`config.mk`:
```
export PLATFORM = sky130hd
export DESIGN_NAME = boot_vector_seq
export DESIGN_NICKNAME = d
export VERILOG_FILES = /design/src/rtl/boot_seq_pkg.sv /design/src/rtl/boot_rst_sync.sv /design/src/rtl/boot_exc_gate.sv /design/src/rtl/boot_vec_fsm.sv /design/src/rtl/boot_vector_seq.sv
export SDC_FILE = /design/constraint.sdc
export NUM_CORES = 1
export LEC_CHECK = 0
export BUFFER_PORTS_ARGS = -buffer_cell sky130_fd_sc_hd__buf_2
export CORE_MARGIN = 2
export CORE_UTILIZATION = 50
export DETAILED_ROUTE_END_ITERATION = 10
export GPL_TIMING_DRIVEN = 0
export PLACE_DENSITY = 0.85
export SYNTH_ARGS = -nofsm -noshare
export SYNTH_HDL_FRONTEND = slang
export SYNTH_SLANG_ARGS = --single-unit
export TNS_END_PERCENT = 50
```
`constraint.sdc`:
```
create_clock -name clk -period 2.55 [get_ports clk]
set_input_delay 0.3825 -clock clk [delete_from_list [all_inputs] [get_ports clk]]
set_output_delay 0.3825 -clock clk [all_outputs]
set_load 0.02 [all_outputs]
```
`src/rtl/boot_seq_pkg.sv`:
```
`timescale 1ns/1ps
package boot_seq_pkg;

   typedef enum logic [2:0] {
      ST_HOLD   = 3'd0,
      ST_CLEAR  = 3'd1,
      ST_RD_FCW = 3'd2,
      ST_RD_SEG = 3'd3,
      ST_RD_OFF = 3'd4,
      ST_FETCH  = 3'd5,
      ST_RUN    = 3'd6
   } boot_st_e;

   function automatic logic st_is_read(boot_st_e s);
      return (s == ST_RD_FCW) || (s == ST_RD_SEG) || (s == ST_RD_OFF);
   endfunction

endpackage

```
`src/rtl/boot_rst_sync.sv`:
```
`timescale 1ns/1ps
module boot_rst_sync #(
   parameter int STAGES = 2
) (
   input  logic clk,
   input  logic por_n,
   input  logic btn_rst_n,
   output logic rst_sn
);
   if (STAGES < 2) begin : g_bad_stages
      $error("boot_rst_sync: STAGES must be at least 2");
   end

   logic any_rst_n;
   logic [STAGES-1:0] chain;

   assign any_rst_n = por_n & btn_rst_n;

   for (genvar g = 0; g < STAGES; g++) begin : g_stage
      if (g == 0) begin : g_first
         always_ff @(posedge clk or negedge any_rst_n) begin
            if (!any_rst_n) chain[g] <= 1'b0;
            else            chain[g] <= 1'b1;
         end
      end else begin : g_next
         always_ff @(posedge clk or negedge any_rst_n) begin
            if (!any_rst_n) chain[g] <= 1'b0;
            else            chain[g] <= chain[g-1];
         end
      end
   end

   assign rst_sn = chain[STAGES-1];
endmodule

```
`src/rtl/boot_exc_gate.sv`:
```
`timescale 1ns/1ps
module boot_exc_gate #(
   parameter int N_EXC = 4
) (
   input  logic             busy,
   input  logic [N_EXC-1:0] req,
   output logic [N_EXC-1:0] gnt
);
   if (N_EXC < 1) begin : g_bad_n
      $error("boot_exc_gate: N_EXC must be positive");
   end

   for (genvar g = 0; g < N_EXC; g++) begin : g_bit
      assign gnt[g] = req[g] & ~busy;
   end
endmodule

```
`src/rtl/boot_vec_fsm.sv`:
```
`timescale 1ns/1ps
module boot_vec_fsm
   import boot_seq_pkg::*;
#(
   parameter int ADDR_W   = 16,
   parameter int DATA_W   = 16,
   parameter int SEG_W    = 7,
   parameter int SEG_LSB  = 8,
   parameter int FCW_ADDR = 2,
   parameter int SEG_ADDR = 4,
   parameter int OFF_ADDR = 6
) (
   input  logic              clk,
   input  logic              rst_sn,
   output logic              mem_req,
   output logic [ADDR_W-1:0] mem_addr,
   input  logic              mem_ack,
   input  logic [DATA_W-1:0] mem_rdata,
   output logic              scr_clr,
   output logic              mmu_clr,
   output logic              sio_clr,
   output logic              local_mem_en,
   output logic              seq_busy,
   output logic              boot_done,
   output logic              fetch_go,
   output logic [DATA_W-1:0] fcw_q,
   output logic [SEG_W-1:0]  pc_seg_q,
   output logic [DATA_W-1:0] pc_off_q
);
   localparam int MAX_ADDR = (1 << ADDR_W) - 1;

   if (SEG_LSB + SEG_W > DATA_W) begin : g_bad_seg
      $error("boot_vec_fsm: segment field exceeds data width");
   end
   if (OFF_ADDR > MAX_ADDR) begin : g_bad_addr
      $error("boot_vec_fsm: vector address exceeds address width");
   end

   boot_st_e state, state_nx;

   always_comb begin
      state_nx = state;
      unique case (state)
         ST_HOLD:   state_nx = ST_CLEAR;
         ST_CLEAR:  state_nx = ST_RD_FCW;
         ST_RD_FCW: if (mem_ack) state_nx = ST_RD_SEG;
         ST_RD_SEG: if (mem_ack) state_nx = ST_RD_OFF;
         ST_RD_OFF: if (mem_ack) state_nx = ST_FETCH;
         ST_FETCH:  state_nx = ST_RUN;
         ST_RUN:    state_nx = ST_RUN;
         default:   state_nx = ST_HOLD;
      endcase
   end

   always_ff @(posedge clk or negedge rst_sn) begin
      if (!rst_sn) state <= ST_HOLD;
      else         state <= state_nx;
   end

   always_comb begin
      unique case (state)
         ST_RD_FCW: mem_addr = ADDR_W'(FCW_ADDR);
         ST_RD_SEG: mem_addr = ADDR_W'(SEG_ADDR);
         ST_RD_OFF: mem_addr = ADDR_W'(OFF_ADDR);
         default:   mem_addr = '0;
      endcase
   end

   assign mem_req   = st_is_read(state);
   assign scr_clr   = (state == ST_CLEAR);
   assign mmu_clr   = (state == ST_CLEAR);
   assign sio_clr   = (state == ST_CLEAR);
   assign boot_done = (state == ST_FETCH);
   assign fetch_go  = (state == ST_FETCH);
   assign seq_busy  = (state != ST_RUN);

   always_ff @(posedge clk or negedge rst_sn) begin
      if (!rst_sn)                local_mem_en <= 1'b0;
      else if (state == ST_CLEAR) local_mem_en <= 1'b1;
   end

   always_ff @(posedge clk or negedge rst_sn) begin
      if (!rst_sn) begin
         fcw_q    <= '0;
         pc_seg_q <= '0;
         pc_off_q <= '0;
      end else if (mem_ack) begin
         if (state == ST_RD_FCW) fcw_q    <= mem_rdata;
         if (state == ST_RD_SEG) pc_seg_q <= mem_rdata[SEG_LSB +: SEG_W];
         if (state == ST_RD_OFF) pc_off_q <= mem_rdata;
      end
   end

   AST_REQ_HOLD: assert property (@(posedge clk) disable iff (!rst_sn)
      (mem_req && !mem_ack) |=> (mem_req && $stable(mem_addr)));
   AST_CLR_PULSE: assert property (@(posedge clk) disable iff (!rst_sn)
      scr_clr |=> !scr_clr);
   AST_LMEM_ON: assert property (@(posedge clk) disable iff (!rst_sn)
      mem_req |-> local_mem_en);
   AST_DONE_PULSE: assert property (@(posedge clk) disable iff (!rst_sn)
      boot_done |=> !boot_done);
   AST_RUN_FROZEN: assert property (@(posedge clk) disable iff (!rst_sn)
      (state == ST_RUN) |=> ($stable(fcw_q) && $stable(pc_seg_q) && $stable(pc_off_q)));
endmodule

```
`src/rtl/boot_vector_seq.sv`:
```
`timescale 1ns/1ps
module boot_vector_seq #(
   parameter int ADDR_W      = 16,
   parameter int DATA_W      = 16,
   parameter int SEG_W       = 7,
   parameter int SEG_LSB     = 8,
   parameter int BOOT_SEG    = 0,
   parameter int FCW_ADDR    = 2,
   parameter int SEG_ADDR    = 4,
   parameter int OFF_ADDR    = 6,
   parameter int SYNC_STAGES = 2,
   parameter int N_EXC       = 4
) (
   input  logic              clk,
   input  logic              por_n,
   input  logic              btn_rst_n,
   output logic              mem_req,
   output logic [SEG_W-1:0]  mem_seg,
   output logic [ADDR_W-1:0] mem_addr,
   input  logic              mem_ack,
   input  logic [DATA_W-1:0] mem_rdata,
   output logic              local_mem_en,
   output logic              scr_clr,
   output logic              mmu_clr,
   output logic              sio_clr,
   input  logic [N_EXC-1:0]  exc_req,
   output logic [N_EXC-1:0]  exc_gnt,
   output logic              boot_done,
   output logic              fetch_go,
   output logic [DATA_W-1:0] fcw,
   output logic [SEG_W-1:0]  pc_seg,
   output logic [DATA_W-1:0] pc_off
);
   if (BOOT_SEG >= (1 << SEG_W)) begin : g_bad_bseg
      $error("boot_vector_seq: BOOT_SEG does not fit SEG_W");
   end

   logic rst_sn;
   logic seq_busy;

   boot_rst_sync #(.STAGES(SYNC_STAGES)) i_sync (
      .clk(clk), .por_n(por_n), .btn_rst_n(btn_rst_n), .rst_sn(rst_sn)
   );

   boot_vec_fsm #(
      .ADDR_W(ADDR_W), .DATA_W(DATA_W), .SEG_W(SEG_W), .SEG_LSB(SEG_LSB),
      .FCW_ADDR(FCW_ADDR), .SEG_ADDR(SEG_ADDR), .OFF_ADDR(OFF_ADDR)
   ) i_fsm (
      .clk(clk), .rst_sn(rst_sn),
      .mem_req(mem_req), .mem_addr(mem_addr), .mem_ack(mem_ack), .mem_rdata(mem_rdata),
      .scr_clr(scr_clr), .mmu_clr(mmu_clr), .sio_clr(sio_clr),
      .local_mem_en(local_mem_en), .seq_busy(seq_busy),
      .boot_done(boot_done), .fetch_go(fetch_go),
      .fcw_q(fcw), .pc_seg_q(pc_seg), .pc_off_q(pc_off)
   );

   boot_exc_gate #(.N_EXC(N_EXC)) i_gate (
      .busy(seq_busy), .req(exc_req), .gnt(exc_gnt)
   );

   assign mem_seg = SEG_W'(BOOT_SEG);

   AST_NO_GNT_READ: assert property (@(posedge clk) disable iff (!rst_sn)
      mem_req |-> (exc_gnt == '0));
   AST_NO_GNT_FETCH: assert property (@(posedge clk) disable iff (!rst_sn)
      fetch_go |-> (exc_gnt == '0));
   AST_CLR_BEFORE_READ: assert property (@(posedge clk) disable iff (!rst_sn)
      scr_clr |-> (!mem_req && !local_mem_en));
endmodule

```
== Word level (Yosys, flattened, before mapping) ==
Index checks and enable logic that the tools add are counted.

* Bits in registers: 45
* Input bits: 24
* Output and inout port bits: 73

* Equality and inequality tests: 10
* Multiplexer cells: 5
* Bitwise gates (word level): 6
* Reductions and logical operators: 8

{| class="wikitable"
|+ Operators with widths
! kind !! count
|-
| one-hot mux 3 bit (6 select lines) || 1
|-
| equality test 3 bit (second input constant) || 3
|-
| 2-to-1 mux 3 bit || 3
|-
| one-hot mux 3 bit (3 select lines) || 1
|-
| equality test 3 x 2 -> 1 bit (second input constant) || 2
|-
| inequality test 2 bit (second input constant) || 3
|-
| AND reduction 2 bit || 3
|-
| AND 1 bit || 5
|-
| equality test 3 x 1 -> 1 bit (second input constant) || 1
|-
| zero test 3 bit || 1
|-
| inequality test 3 bit (second input constant) || 1
|-
| AND reduction 3 bit || 1
|-
| logical OR 1 bit || 2
|-
| OR reduction 2 bit || 1
|-
| NOT 1 bit || 1
|}

== Logic depth before layout (Yosys ltp) ==
Gate-level depths: netlist (run 1).

* Depth in word-level cells: 3
* Gate-level depth with buffers: 5
* Mapped depth without buffers: 5

== By module ==
From an unflattened synthesis (run 1), not the netlist that was laid out.

* Cell total of the unflattened synthesis: 145
* Area, all modules: 2093.3 µm²

{| class="wikitable"
|+ Modules (own cells, without submodules)
! module !! times used !! cells an instance !! area an instance (µm²) !! sequential area each (µm²)
|-
| boot_vec_fsm || 1 || 129 || 1951.9 || 1076.0
|-
| boot_rst_sync || 1 || 4 || 60.1 || 50.0
|-
| boot_vector_seq || 1 || 8 || 56.3 || 0.0
|-
| boot_exc_gate || 1 || 4 || 25.0 || 0.0
|}

== Least setup slack after synthesis (run 1) ==
No wires, ideal clock.

* Kind: flip-flop to output port
* From: register i_fsm.state[0]
* To: output mem_req
* Data arrival time: 1.659 ns
* Data required time: 2.168 ns
* Setup slack: 0.508 ns
* Cell stages (with the launch flop): 6
* Path buffers: 0
* Cell sequence: dfrtp_1 > inv_1 > ha_1 > inv_1 > o21ai_0 > nand2b_1

* Cells in the longest elaborated chain, start to end: 3
* Elaborated cells between the ends (all ways): 5
* Classes of those cells: eq/ne: 3; reduce/logical: 2

{| class="wikitable"
|+ RTL lines
! element !! line !! RTL
|-
| start, declared || boot_vec_fsm.sv:39 || <nowiki>boot_st_e state, state_nx;</nowiki>
|-
| start signal, assigned || boot_vec_fsm.sv:57 || <nowiki>else state <= state_nx;</nowiki>
|-
| equality test 3 x 2 -> 1 bit || boot_seq_pkg.sv:15 || <nowiki>return (s == ST_RD_FCW) || (s == ST_RD_SEG) || (s == ST_RD_OFF);</nowiki>
|-
| logical OR 1 bit || boot_seq_pkg.sv:15 ||
|-
| logical OR 1 bit (*) || boot_seq_pkg.sv:15 ||
|-
| end, declared || boot_vector_seq.sv:17 || <nowiki>output logic mem_req,</nowiki>
|}

Mark *: on every way between the ends. The rest lies on a longest branch, timed or not.

== Final worst setup path (run 1) ==
Same ends and word-level chain as after synthesis.

==> flow_results.xml, run 1 <==
<?xml version="1.0" encoding="UTF-8"?>
<metrics>
  <group name="hold_path">
    <metric name="min_delay_path_depth" unit="">2</metric>
    <metric name="worstHoldStart" unit="">mem_rdata[7]</metric>
    <metric name="hold_end" unit="">i_fsm.pc_off_q[7]</metric>
    <metric name="min_path_type" unit="">in -&gt; reg</metric>
  </group>
  <group name="timing">
    <metric name="finalSetupViolations" unit="">0</metric>
    <metric name="timing.final.hold_violations" unit="">0</metric>
    <metric name="rsz0062_at_grt" unit="">false</metric>
    <metric name="fmax" unit="GHz">0.488</metric>
    <metric name="layout_setup_ws" unit="ns">0.500</metric>
    <metric name="fin_skew" unit="ns">0.00778</metric>
    <metric name="share_of_the_clock_period_used_by_the_worst_path_after_layout" unit="%">80.4</metric>
    <metric name="holdWs" unit="ns">0.335</metric>
    <metric name="worst_slew_pin_slew" unit="ns">0.892</metric>
    <metric name="maxSlewHeadroom" unit="%">40.6</metric>
    <metric name="setup_tns" unit="ns">0</metric>
    <metric name="period_needed" unit="ns">2.05</metric>
    <metric name="maxSlewViolCount" unit="">0</metric>
  </group>
  <group name="synth">
    <metric name="netlist_area" unit="um2">2110</metric>
    <metric name="ys.warnings.count" unit="">0</metric>
    <metric name="fraction_of_the_yosys_area_taken_by_sequential_cells" unit="%">53.3</metric>
    <metric name="synth.ff_latch_count" unit="">45</metric>
    <metric name="synth.avg_cell_area" unit="um2">14.5</metric>
    <metric name="netlist_instances" unit="">146</metric>
    <metric name="yosys.cell_types.count" unit="">25</metric>
    <metric name="synthTopCellsByArea" unit="">sky130_fd_sc_hd__dfrtp_1 (53%), sky130_fd_sc_hd__mux2_4 (14%), sky130_fd_sc_hd__mux2_2 (11%)</metric>
    <metric name="yosysTopAreaCellShare" unit="%">53.3</metric>
    <metric name="synth_top_cell_by_area" unit="">sky130_fd_sc_hd__dfrtp_1</metric>
  </group>
  <group name="cts">
    <metric name="ctsLongestPathBuffers" unit="">2</metric>
    <metric name="cts_tree" unit="">yes</metric>
    <metric name="clock_buffer_count_from_cts" unit="">5</metric>
    <metric name="htreeDepth" unit="">2</metric>
    <metric name="clk_root_buffer_cell" unit="">sky130_fd_sc_hd__clkbuf_8</metric>
    <metric name="cts_sinks" unit="">45</metric>
    <metric name="clkTransAtPathRegs" unit="ns">0.08</metric>
    <metric name="worst_skew_pair.late_latency" unit="ns">0.29</metric>
    <metric name="cts_post_setup_buffers_inserted" unit="">0</metric>
  </group>
  <group name="pwr">
    <metric name="cellLeakagePower" unit="nW">1.53</metric>
    <metric name="p_total" unit="mW">3.40</metric>
    <metric name="pwr_density_cell" unit="nW/um2">1250</metric>
    <metric name="ir_drop" unit="V">0.000608</metric>
  </group>
  <group name="worst_setup_path">
    <metric name="r2r_slack" unit="ns">0.92</metric>
    <metric name="cp_common_cell" unit="">sky130_fd_sc_hd__inv_1</metric>
    <metric name="critical_path_peak_fanout" unit="">8</metric>
    <metric name="critPathArrivalTime" unit="ns">1.67</metric>
    <metric name="worst_r2r_path_depth" unit="">5</metric>
    <metric name="worstReg2RegEnd" unit="">i_fsm.fcw_q[15]</metric>
    <metric name="crit-reg2reg-launch" unit="">i_fsm.state[0]</metric>
    <metric name="path_class" unit="">reg -&gt; out</metric>
    <metric name="slowest_delay" unit="ns">0.41</metric>
    <metric name="timing.critical_path.to_type" unit="">primary output</metric>
    <metric name="worst_setup_path_start_kind" unit="">flop</metric>
    <metric name="worst-endpoint-required" unit="ns">2.17</metric>
    <metric name="cp_num_buf_inv" unit="">3</metric>
    <metric name="critical_path.top_delay_family" unit="">flip-flops</metric>
    <metric name="critical_path.slowest_cell" unit="">sky130_fd_sc_hd__dfrtp_1</metric>
    <metric name="path_cells" unit="">inv_1, ha_1, inv_1, o21ai_0, nand2b_1, buf_2</metric>
  </group>
  <group name="placed_design">
    <metric name="port_buffers" unit="">74</metric>
    <metric name="post-place-ws" unit="ns">0.781</metric>
    <metric name="globalplace.congestion" unit="">0.681</metric>
    <metric name="dp_cells" unit="">290</metric>
    <metric name="postPlaceCellArea" unit="um2">2620</metric>
    <metric name="placed_wire_length_estimate" unit="mm">2.91</metric>
  </group>
  <group name="drt">
    <metric name="routed_wire_length_per_instance" unit="um">12.6</metric>
    <metric name="drt_pre_antenna_iters" unit="">3</metric>
    <metric name="detail_route.iter0.violations" unit="">43</metric>
    <metric name="detail_route.drc_violations" unit="">0</metric>
    <metric name="detailroute.via_count" unit="">1354</metric>
    <metric name="drt.antenna.violating_nets" unit="">0</metric>
    <metric name="routed_via_density" unit="">4.51</metric>
    <metric name="route.final.wire_length" unit="mm">3.77</metric>
  </group>
  <group name="final_layout">
    <metric name="finalCoreUtilization" unit="%">67.7</metric>
    <metric name="postLayoutCellArea" unit="um2">2730</metric>
    <metric name="num_antenna_cells" unit="">0</metric>
    <metric name="post_route_cells_drive_above_1_share" unit="%">62.8</metric>
    <metric name="synthToLayoutAreaGrowth" unit="%">29.0</metric>
    <metric name="nNetsFinal" unit="">277</metric>
    <metric name="instances_no_fill" unit="">300</metric>
  </group>
  <group name="floorplanning">
    <metric name="boundaryPins" unit="">97</metric>
    <metric name="placement_rows" unit="">23</metric>
    <metric name="dieHeight" unit="um">69.0</metric>
    <metric name="die_w" unit="um">69.0</metric>
    <metric name="floorplan.die_area" unit="um2">4770</metric>
    <metric name="initial_core_utilization" unit="%">52.5</metric>
    <metric name="design.core.area" unit="um2">4030</metric>
  </group>
  <group name="grt">
    <metric name="grt_max_degree" unit="">44</metric>
    <metric name="antenna_found_initial" unit="">0</metric>
    <metric name="grt_pass1_wl" unit="mm">6.41</metric>
    <metric name="first_global_vias" unit="">1407</metric>
    <metric name="globalRouteOverflowTotal" unit="">0</metric>
    <metric name="groute.usage.overall" unit="%">16.7</metric>
  </group>
  <group name="run">
    <metric name="max-cap-violations" unit="">0</metric>
  </group>
  <group name="status">
    <metric name="run_status" unit="">finished clean</metric>
  </group>
</metrics>
## layout by cell type (no fill, tap or decap), drive strengths merged, types with 3 or more instances in the layout
cell,n
buf,101
nand2b,3
clkbuf,8
inv,3
ha,4
mux2,40
nand2,3
conb,22
dfrtp,45
and3,4
## cells in the mapped netlist (all sizes together)
cell type  instances
nand3b             2
a21oi              1
nand2b             3
o32a               1
nand3              1
inv                3
o21ai              1
nor2b              2
nand2              3
o31ai              1
and2               2
and3               4
or2                1
nor3               2
buf               27
mux2              40
clkbuf             1
ha                 4
dfrtp             45
conb               2
## state kept, by name, summed over array words and instances (netlist names)
name,flops
i_fsm.fcw_q,16
i_fsm.local_mem_en,1
i_fsm.state,3
i_sync.rst_sn,1
i_sync.chain,1
i_fsm.pc_off_q,16
i_fsm.pc_seg_q,7
## worst max path at each step
stage | end | startpoint | cells after the start | slack, ns
6_report | mem_req | i_fsm.state[0] | 6 | 0.50
3_3_place_gp | i_fsm.local_mem_en | i_sync.rst_sn | 0 | 0.77
2_1_floorplan | mem_req | i_fsm.state[0] | 5 | 0.51
3_5_place_dp | mem_req | i_fsm.state[0] | 6 | 0.78
4_1_cts | mem_req | i_fsm.state[0] | 6 | 0.46
5_1_grt | mem_req | i_fsm.state[0] | 6 | 0.29
## area by class of cell
class                      instances  area (um2)
tap                               50        62.6
sequential                        45        1130
fill                             324        1300
clock inverter                     1        7.51
timing repair buffer              76         390
clock buffer                       7        76.3
buffer                            28         216
inverter                           3        11.3
multi-input combinational         90         836
## routing by layer
| metal | up-vias | wire length [um] | global-route usage (%) |
|---|---|---|---|
| li1 | 650 | - | - |
| met2 | 55 | 1920 | 28.6 |
| met3 | 6 | 281 | 4.68 |
| met1 | 643 | 1500 | 19.3 |
| met5 | - | 0 | 0 |
| met4 | 0 | 68 | 7.41 |
## worst register-to-register path: cells and delay by family (launching register included)
kind | cells | cell delay, ns
flops | 1 | 0.41
simple gates | 1 | 0.19
buf+inv | 2 | 0.29
fa+ha+maj | 1 | 0.33
mux | 1 | 0.30
## logic make-up (layout without fill, tap and decap cells)
group | after synthesis | after routing | share of synthesized area [%]
buf+inv | 31 | 115 | 10.8
compound gates | 4 | 4 | 1.30
fa+ha+maj | 4 | 4 | 2.37
flops | 45 | 45 | 53.3
other cells | 2 | 22 | 0.355
simple gates | 20 | 20 | 7.10
mux | 40 | 40 | 24.9
## timing repair
action	4_1_cts	5_1_grt
hold buffers	2	0
resized for setup	0	0
endpoints found under the hold margin	2	0
## power breakdown
group	switching (mW)	total, mW	internal (mW)
Combinational	0.936	1.75	0.810
Sequential	0.192	1.24	1.05
Clock	0.220	0.414	0.194
(Power assumes the default switching activity.)
==> run 2: changes to the inputs <==
--- a/config.mk
+++ b/config.mk
@@ -7,10 +7,10 @@
 export LEC_CHECK = 0
 export BUFFER_PORTS_ARGS = -buffer_cell sky130_fd_sc_hd__buf_2
 export CORE_MARGIN = 2
-export CORE_UTILIZATION = 50
+export CORE_UTILIZATION = 46
 export DETAILED_ROUTE_END_ITERATION = 10
 export GPL_TIMING_DRIVEN = 0
-export PLACE_DENSITY = 0.85
+export PLACE_DENSITY = 0.79
 export SYNTH_ARGS = -nofsm -noshare
 export SYNTH_HDL_FRONTEND = slang
 export SYNTH_SLANG_ARGS = --single-unit
==> constraint.sdc (replaced) <==
create_clock -name clk -period 1.95 [get_ports clk]
set_input_delay 0.2925 -clock clk [delete_from_list [all_inputs] [get_ports clk]]
set_output_delay 0.2925 -clock clk [all_outputs]
set_load 0.02 [all_outputs]
==> flow_results.xml, run 2 (synthesized netlist as in run 1, its figures left out) <==
<?xml version="1.0" encoding="UTF-8"?>
<metrics>
  <group name="status">
    <metric name="run_status" unit="">finished clean</metric>
  </group>
  <group name="final_layout">
    <metric name="nNetsFinal" unit="">278</metric>
    <metric name="largest_regs" unit="">i_fsm.fcw_q (16), i_fsm.pc_off_q (16), i_fsm.pc_seg_q (7)</metric>
    <metric name="highest_count_cells_in_the_layout_ignoring_fill_and_taps" unit="">sky130_fd_sc_hd__buf_2 (75), sky130_fd_sc_hd__dfrtp_1 (44), sky130_fd_sc_hd__buf_4 (24)</metric>
    <metric name="synthToLayoutAreaGrowth" unit="%">31.7</metric>
    <metric name="most_common_cell_after_layout_fill_and_taps_aside" unit="">sky130_fd_sc_hd__buf_2</metric>
    <metric name="num_antenna_cells" unit="">0</metric>
    <metric name="finalCoreUtilization" unit="%">63.5</metric>
    <metric name="post_route_cells_drive_above_1_share" unit="%">64.5</metric>
  </group>
  <group name="grt">
    <metric name="grt_pass1_wl" unit="mm">6.49</metric>
    <metric name="grt_max_degree" unit="">25</metric>
    <metric name="first_global_vias" unit="">1335</metric>
    <metric name="globalRouteOverflowTotal" unit="">0</metric>
    <metric name="antenna_found_initial" unit="">0</metric>
    <metric name="groute.usage.overall" unit="%">16.4</metric>
  </group>
  <group name="cts">
    <metric name="clk_root_buffer_cell" unit="">sky130_fd_sc_hd__clkbuf_8</metric>
    <metric name="worst_skew_pair.late_latency" unit="ns">0.29</metric>
    <metric name="clkTransAtPathRegs" unit="ns">0.08</metric>
    <metric name="cts_tree" unit="">yes</metric>
    <metric name="cts_sinks" unit="">45</metric>
    <metric name="ctsLongestPathBuffers" unit="">2</metric>
    <metric name="htreeDepth" unit="">2</metric>
    <metric name="clock_buffer_count_from_cts" unit="">5</metric>
  </group>
  <group name="floorplanning">
    <metric name="placement_rows" unit="">24</metric>
    <metric name="die_w" unit="um">71.8</metric>
    <metric name="dieHeight" unit="um">71.8</metric>
    <metric name="floorplan.die_area" unit="um2">5160</metric>
    <metric name="initial_core_utilization" unit="%">48.2</metric>
    <metric name="design.core.area" unit="um2">4380</metric>
    <metric name="boundaryPins" unit="">97</metric>
  </group>
  <group name="worst_setup_path">
    <metric name="worst_r2r_path_depth" unit="">5</metric>
    <metric name="r2r_slack" unit="ns">0.36</metric>
    <metric name="critical_path.slowest_cell" unit="">sky130_fd_sc_hd__dfrtp_1</metric>
    <metric name="critical_path_peak_fanout" unit="">4</metric>
    <metric name="critical_path.top_delay_family" unit="">flip-flops</metric>
    <metric name="worstReg2RegEnd" unit="">i_fsm.pc_off_q[8]</metric>
    <metric name="crit-reg2reg-launch" unit="">i_fsm.state[0]</metric>
    <metric name="slowest_delay" unit="ns">0.44</metric>
    <metric name="worst_setup_path_start_kind" unit="">flop</metric>
    <metric name="path_cells" unit="">inv_1, ha_1, nor2b_1, buf_4, buf_2</metric>
    <metric name="timing.critical_path.to_type" unit="">primary output</metric>
    <metric name="number_of_stages_on_the_worst_setup_path" unit="">5</metric>
    <metric name="critPathArrivalTime" unit="ns">1.56</metric>
    <metric name="worst-endpoint-required" unit="ns">1.66</metric>
    <metric name="cp_num_buf_inv" unit="">3</metric>
    <metric name="path_class" unit="">reg -&gt; out</metric>
  </group>
  <group name="run">
    <metric name="max-cap-violations" unit="">0</metric>
  </group>
  <group name="timing">
    <metric name="fin_skew" unit="ns">0.00851</metric>
    <metric name="share_of_the_clock_period_used_by_the_worst_path_after_layout" unit="%">95.2</metric>
    <metric name="rsz0062_at_grt" unit="">true</metric>
    <metric name="fmax" unit="GHz">0.539</metric>
    <metric name="period_needed" unit="ns">1.86</metric>
    <metric name="maxSlewViolCount" unit="">0</metric>
    <metric name="timing.final.hold_violations" unit="">0</metric>
    <metric name="finalSetupViolations" unit="">0</metric>
  </group>
  <group name="drt">
    <metric name="detailroute.via_count" unit="">1340</metric>
    <metric name="routed_via_density" unit="">4.42</metric>
    <metric name="route.final.wire_length" unit="mm">3.99</metric>
    <metric name="drt.antenna.violating_nets" unit="">0</metric>
    <metric name="routed_wire_length_per_instance" unit="um">13.2</metric>
    <metric name="detail_route.drc_violations" unit="">0</metric>
    <metric name="detail_route.iter0.violations" unit="">39</metric>
    <metric name="drt_pre_antenna_iters" unit="">3</metric>
  </group>
  <group name="placed_design">
    <metric name="placed_wire_length_estimate" unit="mm">3.08</metric>
    <metric name="port_buffers" unit="">74</metric>
    <metric name="globalplace.congestion" unit="">0.717</metric>
  </group>
  <group name="pwr">
    <metric name="pwr_density_cell" unit="nW/um2">1630</metric>
    <metric name="power_switching_share" unit="%">39.8</metric>
    <metric name="sequential_power_share" unit="%">35.7</metric>
    <metric name="switchingPower" unit="mW">1.81</metric>
    <metric name="cellLeakagePower" unit="nW">1.56</metric>
    <metric name="internal_power" unit="mW">2.74</metric>
    <metric name="clockPowerShare" unit="%">13.1</metric>
    <metric name="p_total" unit="mW">4.55</metric>
    <metric name="ir_drop" unit="V">0.000874</metric>
    <metric name="share_of_total_power_in_combinational_logic" unit="%">51.1</metric>
  </group>
  <group name="hold_path">
    <metric name="min_path_type" unit="">reg -&gt; async</metric>
  </group>
</metrics>
run 2: layer usage:
| layer | vias up | global-route usage [%] | wire length (um) |
|---|---|---|---|
| li1 | 656 | - | - |
| met1 | 628 | 19.5 | 1690 |
| met2 | 54 | 28.7 | 2000 |
| met3 | 2 | 5.06 | 264 |
| met4 | 0 | 4.40 | 25 |
| met5 | - | 0 | 0 |
run 2: worst max path at each step:
stage / slack (ns) / start / endpoint
finish: 0.09 / i_fsm.state[1] / scr_clr
global route: -0.04 / i_fsm.state[0] / mem_req
CTS: 0.07 / i_fsm.state[0] / mem_req
detailed placement: 0.30 / i_fsm.state[0] / i_fsm.fcw_q[2]
global placement: 0.12 / i_sync.rst_sn / i_fsm.fcw_q[12]
floorplan: 0.19 / i_fsm.state[0] / mem_req
run 2: cell type report:
cell class / count / area (um2)
flip-flops and latches: 45 / 1130
inverters: 3 / 11.3
clock buffers: 6 / 82.6
well taps: 52 / 65.1
plain buffers: 28 / 216
repair buffers: 77 / 418
fillers: 358 / 1600
multi-input cells: 90 / 851
clock inverters: 2 / 13.8
run 2: repair_timing:
| action | in CTS | in global routing |
|---|---|---|
| gates resized for setup | 1 | 2 |
| buffers inserted | 0 | 0 |
| endpoints found under the setup margin | 1 | 1 |
| hold buffers | 2 | 0 |
| hold endpoints to repair | 2 | 0 |
run 2: worst register-to-register path, delay by kind of cell (launching register included):
kind / cells / cell delay (ns)
adder cells (fa/ha/maj): 1 / 0.26
flip-flops: 1 / 0.42
multiplexers: 1 / 0.30
buffers and inverters: 2 / 0.35
AND/OR/NAND/NOR: 1 / 0.15
run 2: metrics by stage:
stage               setup slack [ns]  hold WS [ns]  setup TNS (ns)  std cells  instance area [um2]
global route                 -0.0395         0.219         -0.0670        303                 2790
CTS                           0.0683         0.228               0        303                 2770
global placement               0.116         0.184               0        292                 2630
finish                        0.0932         0.232               0        303                 2790
detailed placement             0.295         0.192               0        293                 2650
floorplan                      0.186        0.0988               0        166                 2190
run 2: power groups by stage:
stage | registers (mW) | logic (mW) | clock network [mW]
floorplan | 2.13 | 1.13 | 0
global placement | 1.63 | 2.26 | 0
detailed placement | 1.64 | 2.33 | 0
CTS | 1.63 | 2.34 | 0.619
global route | 1.70 | 2.49 | 0.658
finish | 1.63 | 2.33 | 0.598
==> run 3: changes to the inputs <==
--- a/config.mk
+++ b/config.mk
@@ -6,6 +6,7 @@
 export NUM_CORES = 1
 export LEC_CHECK = 0
 export BUFFER_PORTS_ARGS = -buffer_cell sky130_fd_sc_hd__buf_2
+export CORE_ASPECT_RATIO = 1.1
 export CORE_MARGIN = 2
 export CORE_UTILIZATION = 46
 export DETAILED_ROUTE_END_ITERATION = 10
==> flow_results.xml, run 3 (synthesized netlist as in run 1, its figures left out) <==
<?xml version="1.0" encoding="UTF-8"?>
<metrics>
  <group name="drt">
    <metric name="drt_pre_antenna_iters" unit="">4</metric>
    <metric name="route.final.wire_length" unit="mm">3.95</metric>
    <metric name="detailroute.via_count" unit="">1361</metric>
    <metric name="routed_wire_length_per_instance" unit="um">12.9</metric>
    <metric name="detail_route.drc_violations" unit="">0</metric>
    <metric name="routed_via_density" unit="">4.46</metric>
    <metric name="detail_route.iter0.violations" unit="">33</metric>
    <metric name="drt.antenna.violating_nets" unit="">0</metric>
  </group>
  <group name="worst_setup_path">
    <metric name="worst_r2r_path_depth" unit="">5</metric>
    <metric name="critPathArrivalTime" unit="ns">1.54</metric>
    <metric name="timing.critical_path.to_type" unit="">primary output</metric>
    <metric name="r2r_slack" unit="ns">0.37</metric>
    <metric name="crit-reg2reg-launch" unit="">i_fsm.state[0]</metric>
    <metric name="path_class" unit="">reg -&gt; out</metric>
    <metric name="path_cells" unit="">inv_1, ha_2, nand2_1, o21ai_1, nand2b_1, buf_2</metric>
    <metric name="worstReg2RegEnd" unit="">i_fsm.pc_off_q[8]</metric>
    <metric name="slowest_delay" unit="ns">0.42</metric>
    <metric name="critical_path.slowest_cell" unit="">sky130_fd_sc_hd__dfrtp_1</metric>
    <metric name="worst-endpoint-required" unit="ns">1.66</metric>
    <metric name="worst_setup_path_start_kind" unit="">flop</metric>
    <metric name="critical_path_peak_fanout" unit="">5</metric>
  </group>
  <group name="cts">
    <metric name="htreeDepth" unit="">2</metric>
    <metric name="cts_post_setup_buffers_inserted" unit="">0</metric>
    <metric name="cts_tree" unit="">yes</metric>
    <metric name="clock_buffer_count_from_cts" unit="">5</metric>
    <metric name="worst_skew_pair.late_latency" unit="ns">0.29</metric>
    <metric name="cts_sinks" unit="">45</metric>
    <metric name="clk_root_buffer_cell" unit="">sky130_fd_sc_hd__clkbuf_8</metric>
    <metric name="ctsLongestPathBuffers" unit="">2</metric>
    <metric name="clkTransAtPathRegs" unit="ns">0.08</metric>
  </group>
  <group name="timing">
    <metric name="fin_skew" unit="ns">0.00581</metric>
    <metric name="maxSlewViolCount" unit="">0</metric>
    <metric name="rsz0062_at_grt" unit="">true</metric>
    <metric name="fmax" unit="GHz">0.545</metric>
    <metric name="timing.final.hold_violations" unit="">0</metric>
    <metric name="share_of_the_clock_period_used_by_the_worst_path_after_layout" unit="%">94.0</metric>
    <metric name="finalSetupViolations" unit="">0</metric>
    <metric name="period_needed" unit="ns">1.83</metric>
  </group>
  <group name="final_layout">
    <metric name="largest_regs" unit="">i_fsm.fcw_q (16), i_fsm.pc_off_q (16), i_fsm.pc_seg_q (7)</metric>
    <metric name="num_antenna_cells" unit="">0</metric>
    <metric name="instances_no_fill" unit="">305</metric>
    <metric name="post_route_cells_drive_above_1_share" unit="%">64.9</metric>
    <metric name="synthToLayoutAreaGrowth" unit="%">32.0</metric>
    <metric name="multiInputGateArea" unit="um2">853</metric>
    <metric name="highest_count_cells_in_the_layout_ignoring_fill_and_taps" unit="">sky130_fd_sc_hd__buf_2 (75), sky130_fd_sc_hd__dfrtp_1 (44), sky130_fd_sc_hd__buf_4 (24)</metric>
    <metric name="seq_area" unit="um2">1130</metric>
    <metric name="final.fill_count" unit="">342</metric>
    <metric name="nNetsFinal" unit="">278</metric>
    <metric name="postLayoutCellArea" unit="um2">2790</metric>
    <metric name="most_common_cell_after_layout_fill_and_taps_aside" unit="">sky130_fd_sc_hd__buf_2</metric>
  </group>
  <group name="placed_design">
    <metric name="dp_cells" unit="">295</metric>
    <metric name="globalplace.congestion" unit="">0.819</metric>
    <metric name="placed_wire_length_estimate" unit="mm">3.01</metric>
    <metric name="port_buffers" unit="">74</metric>
    <metric name="postPlaceCellArea" unit="um2">2650</metric>
  </group>
  <group name="pwr">
    <metric name="cellLeakagePower" unit="nW">1.56</metric>
    <metric name="ir_drop" unit="V">0.000876</metric>
    <metric name="pwr_density_cell" unit="nW/um2">1640</metric>
  </group>
  <group name="grt">
    <metric name="grt_pass1_wl" unit="mm">6.29</metric>
    <metric name="groute.usage.overall" unit="%">16.6</metric>
    <metric name="globalRouteOverflowTotal" unit="">0</metric>
    <metric name="antenna_found_initial" unit="">0</metric>
    <metric name="grt_max_degree" unit="">43</metric>
    <metric name="first_global_vias" unit="">1350</metric>
  </group>
  <group name="floorplanning">
    <metric name="design.core.area" unit="um2">4350</metric>
    <metric name="placement_rows" unit="">25</metric>
    <metric name="floorplan.die_area" unit="um2">5160</metric>
    <metric name="dieHeight" unit="um">75.1</metric>
    <metric name="die_w" unit="um">68.6</metric>
    <metric name="initial_core_utilization" unit="%">48.6</metric>
    <metric name="boundaryPins" unit="">97</metric>
  </group>
  <group name="run">
    <metric name="max-cap-violations" unit="">0</metric>
  </group>
  <group name="status">
    <metric name="run_status" unit="">finished clean</metric>
  </group>
  <group name="hold_path">
    <metric name="min_path_type" unit="">reg -&gt; async</metric>
  </group>
</metrics>
-- run 3: cell type report --
cell class | count | share of cell area (%)
plain buffers | 28 | 7.75
clock buffers | 7 | 3.45
clock inverters | 1 | 0.314
inverters | 3 | 0.403
multi-input cells | 90 | 30.6
flip-flops and latches | 45 | 40.4
well taps | 54 | 2.42
repair buffers | 77 | 14.7
-- run 3: layer usage --
layer / share of wire, % / vias up / global-route usage, %
met5: 0 / - / 0
li1: - / 656 / -
met3: 9.2 / 2 / 6.58
met2: 50 / 61 / 28.1
met1: 40 / 642 / 19.8
met4: 0.58 / 0 / 4.00
-- run 3: worst max-delay path, delay by kind of cell, from the launching register on --
kind                       cells  cell delay (ns)
AOI/OAI and AO/OA              1             0.08
adders and majority gates      1             0.26
buffers and inverters          2             0.30
DFF                            1             0.42
and+or+nand+nor                2             0.19
-- run 3: worst max path at each step --
| stage | from | endpoint | slack (ns) |
|---|---|---|---|
| finish | i_fsm.state[0] | mem_req | 0.12 |
| global route | i_fsm.state[0] | mem_req | -0.02 |
| CTS | i_fsm.state[0] | mem_req | 0.08 |
| detailed placement | i_fsm.state[0] | i_fsm.fcw_q[0] | 0.29 |
| global placement | i_sync.rst_sn | i_fsm.pc_seg_q[5] | 0.13 |
| floorplan | i_fsm.state[0] | mem_req | 0.19 |
-- run 3: repair_timing --
action | in CTS | in global routing
resized for setup | 1 | 3
endpoints found under the setup margin | 1 | 1
hold buffers | 2 | 0
endpoints found under the hold margin | 2 | 0
-- run 3: through the flow --
step	utilization (%)	TNS (ns)	total power, mW	hold slack, ns	setup WS [ns]
after detailed placement	60.9	0	3.96	0.0480	0.288
after global routing	64.2	-0.0212	4.89	0.0634	-0.0212
final	64.2	0	4.59	0.0514	0.116
after global placement	60.4	0	3.90	0.185	0.133
after floorplan	-	0	3.26	0.0988	0.186
after CTS	63.9	0	4.62	0.0568	0.0790
-- run 3: power breakdown --
group | internal, mW | switching (mW) | total, mW
clock network | 0.327 | 0.301 | 0.628
registers | 1.37 | 0.252 | 1.62
logic | 1.09 | 1.25 | 2.33
total | 2.78 | 1.80 | 4.59
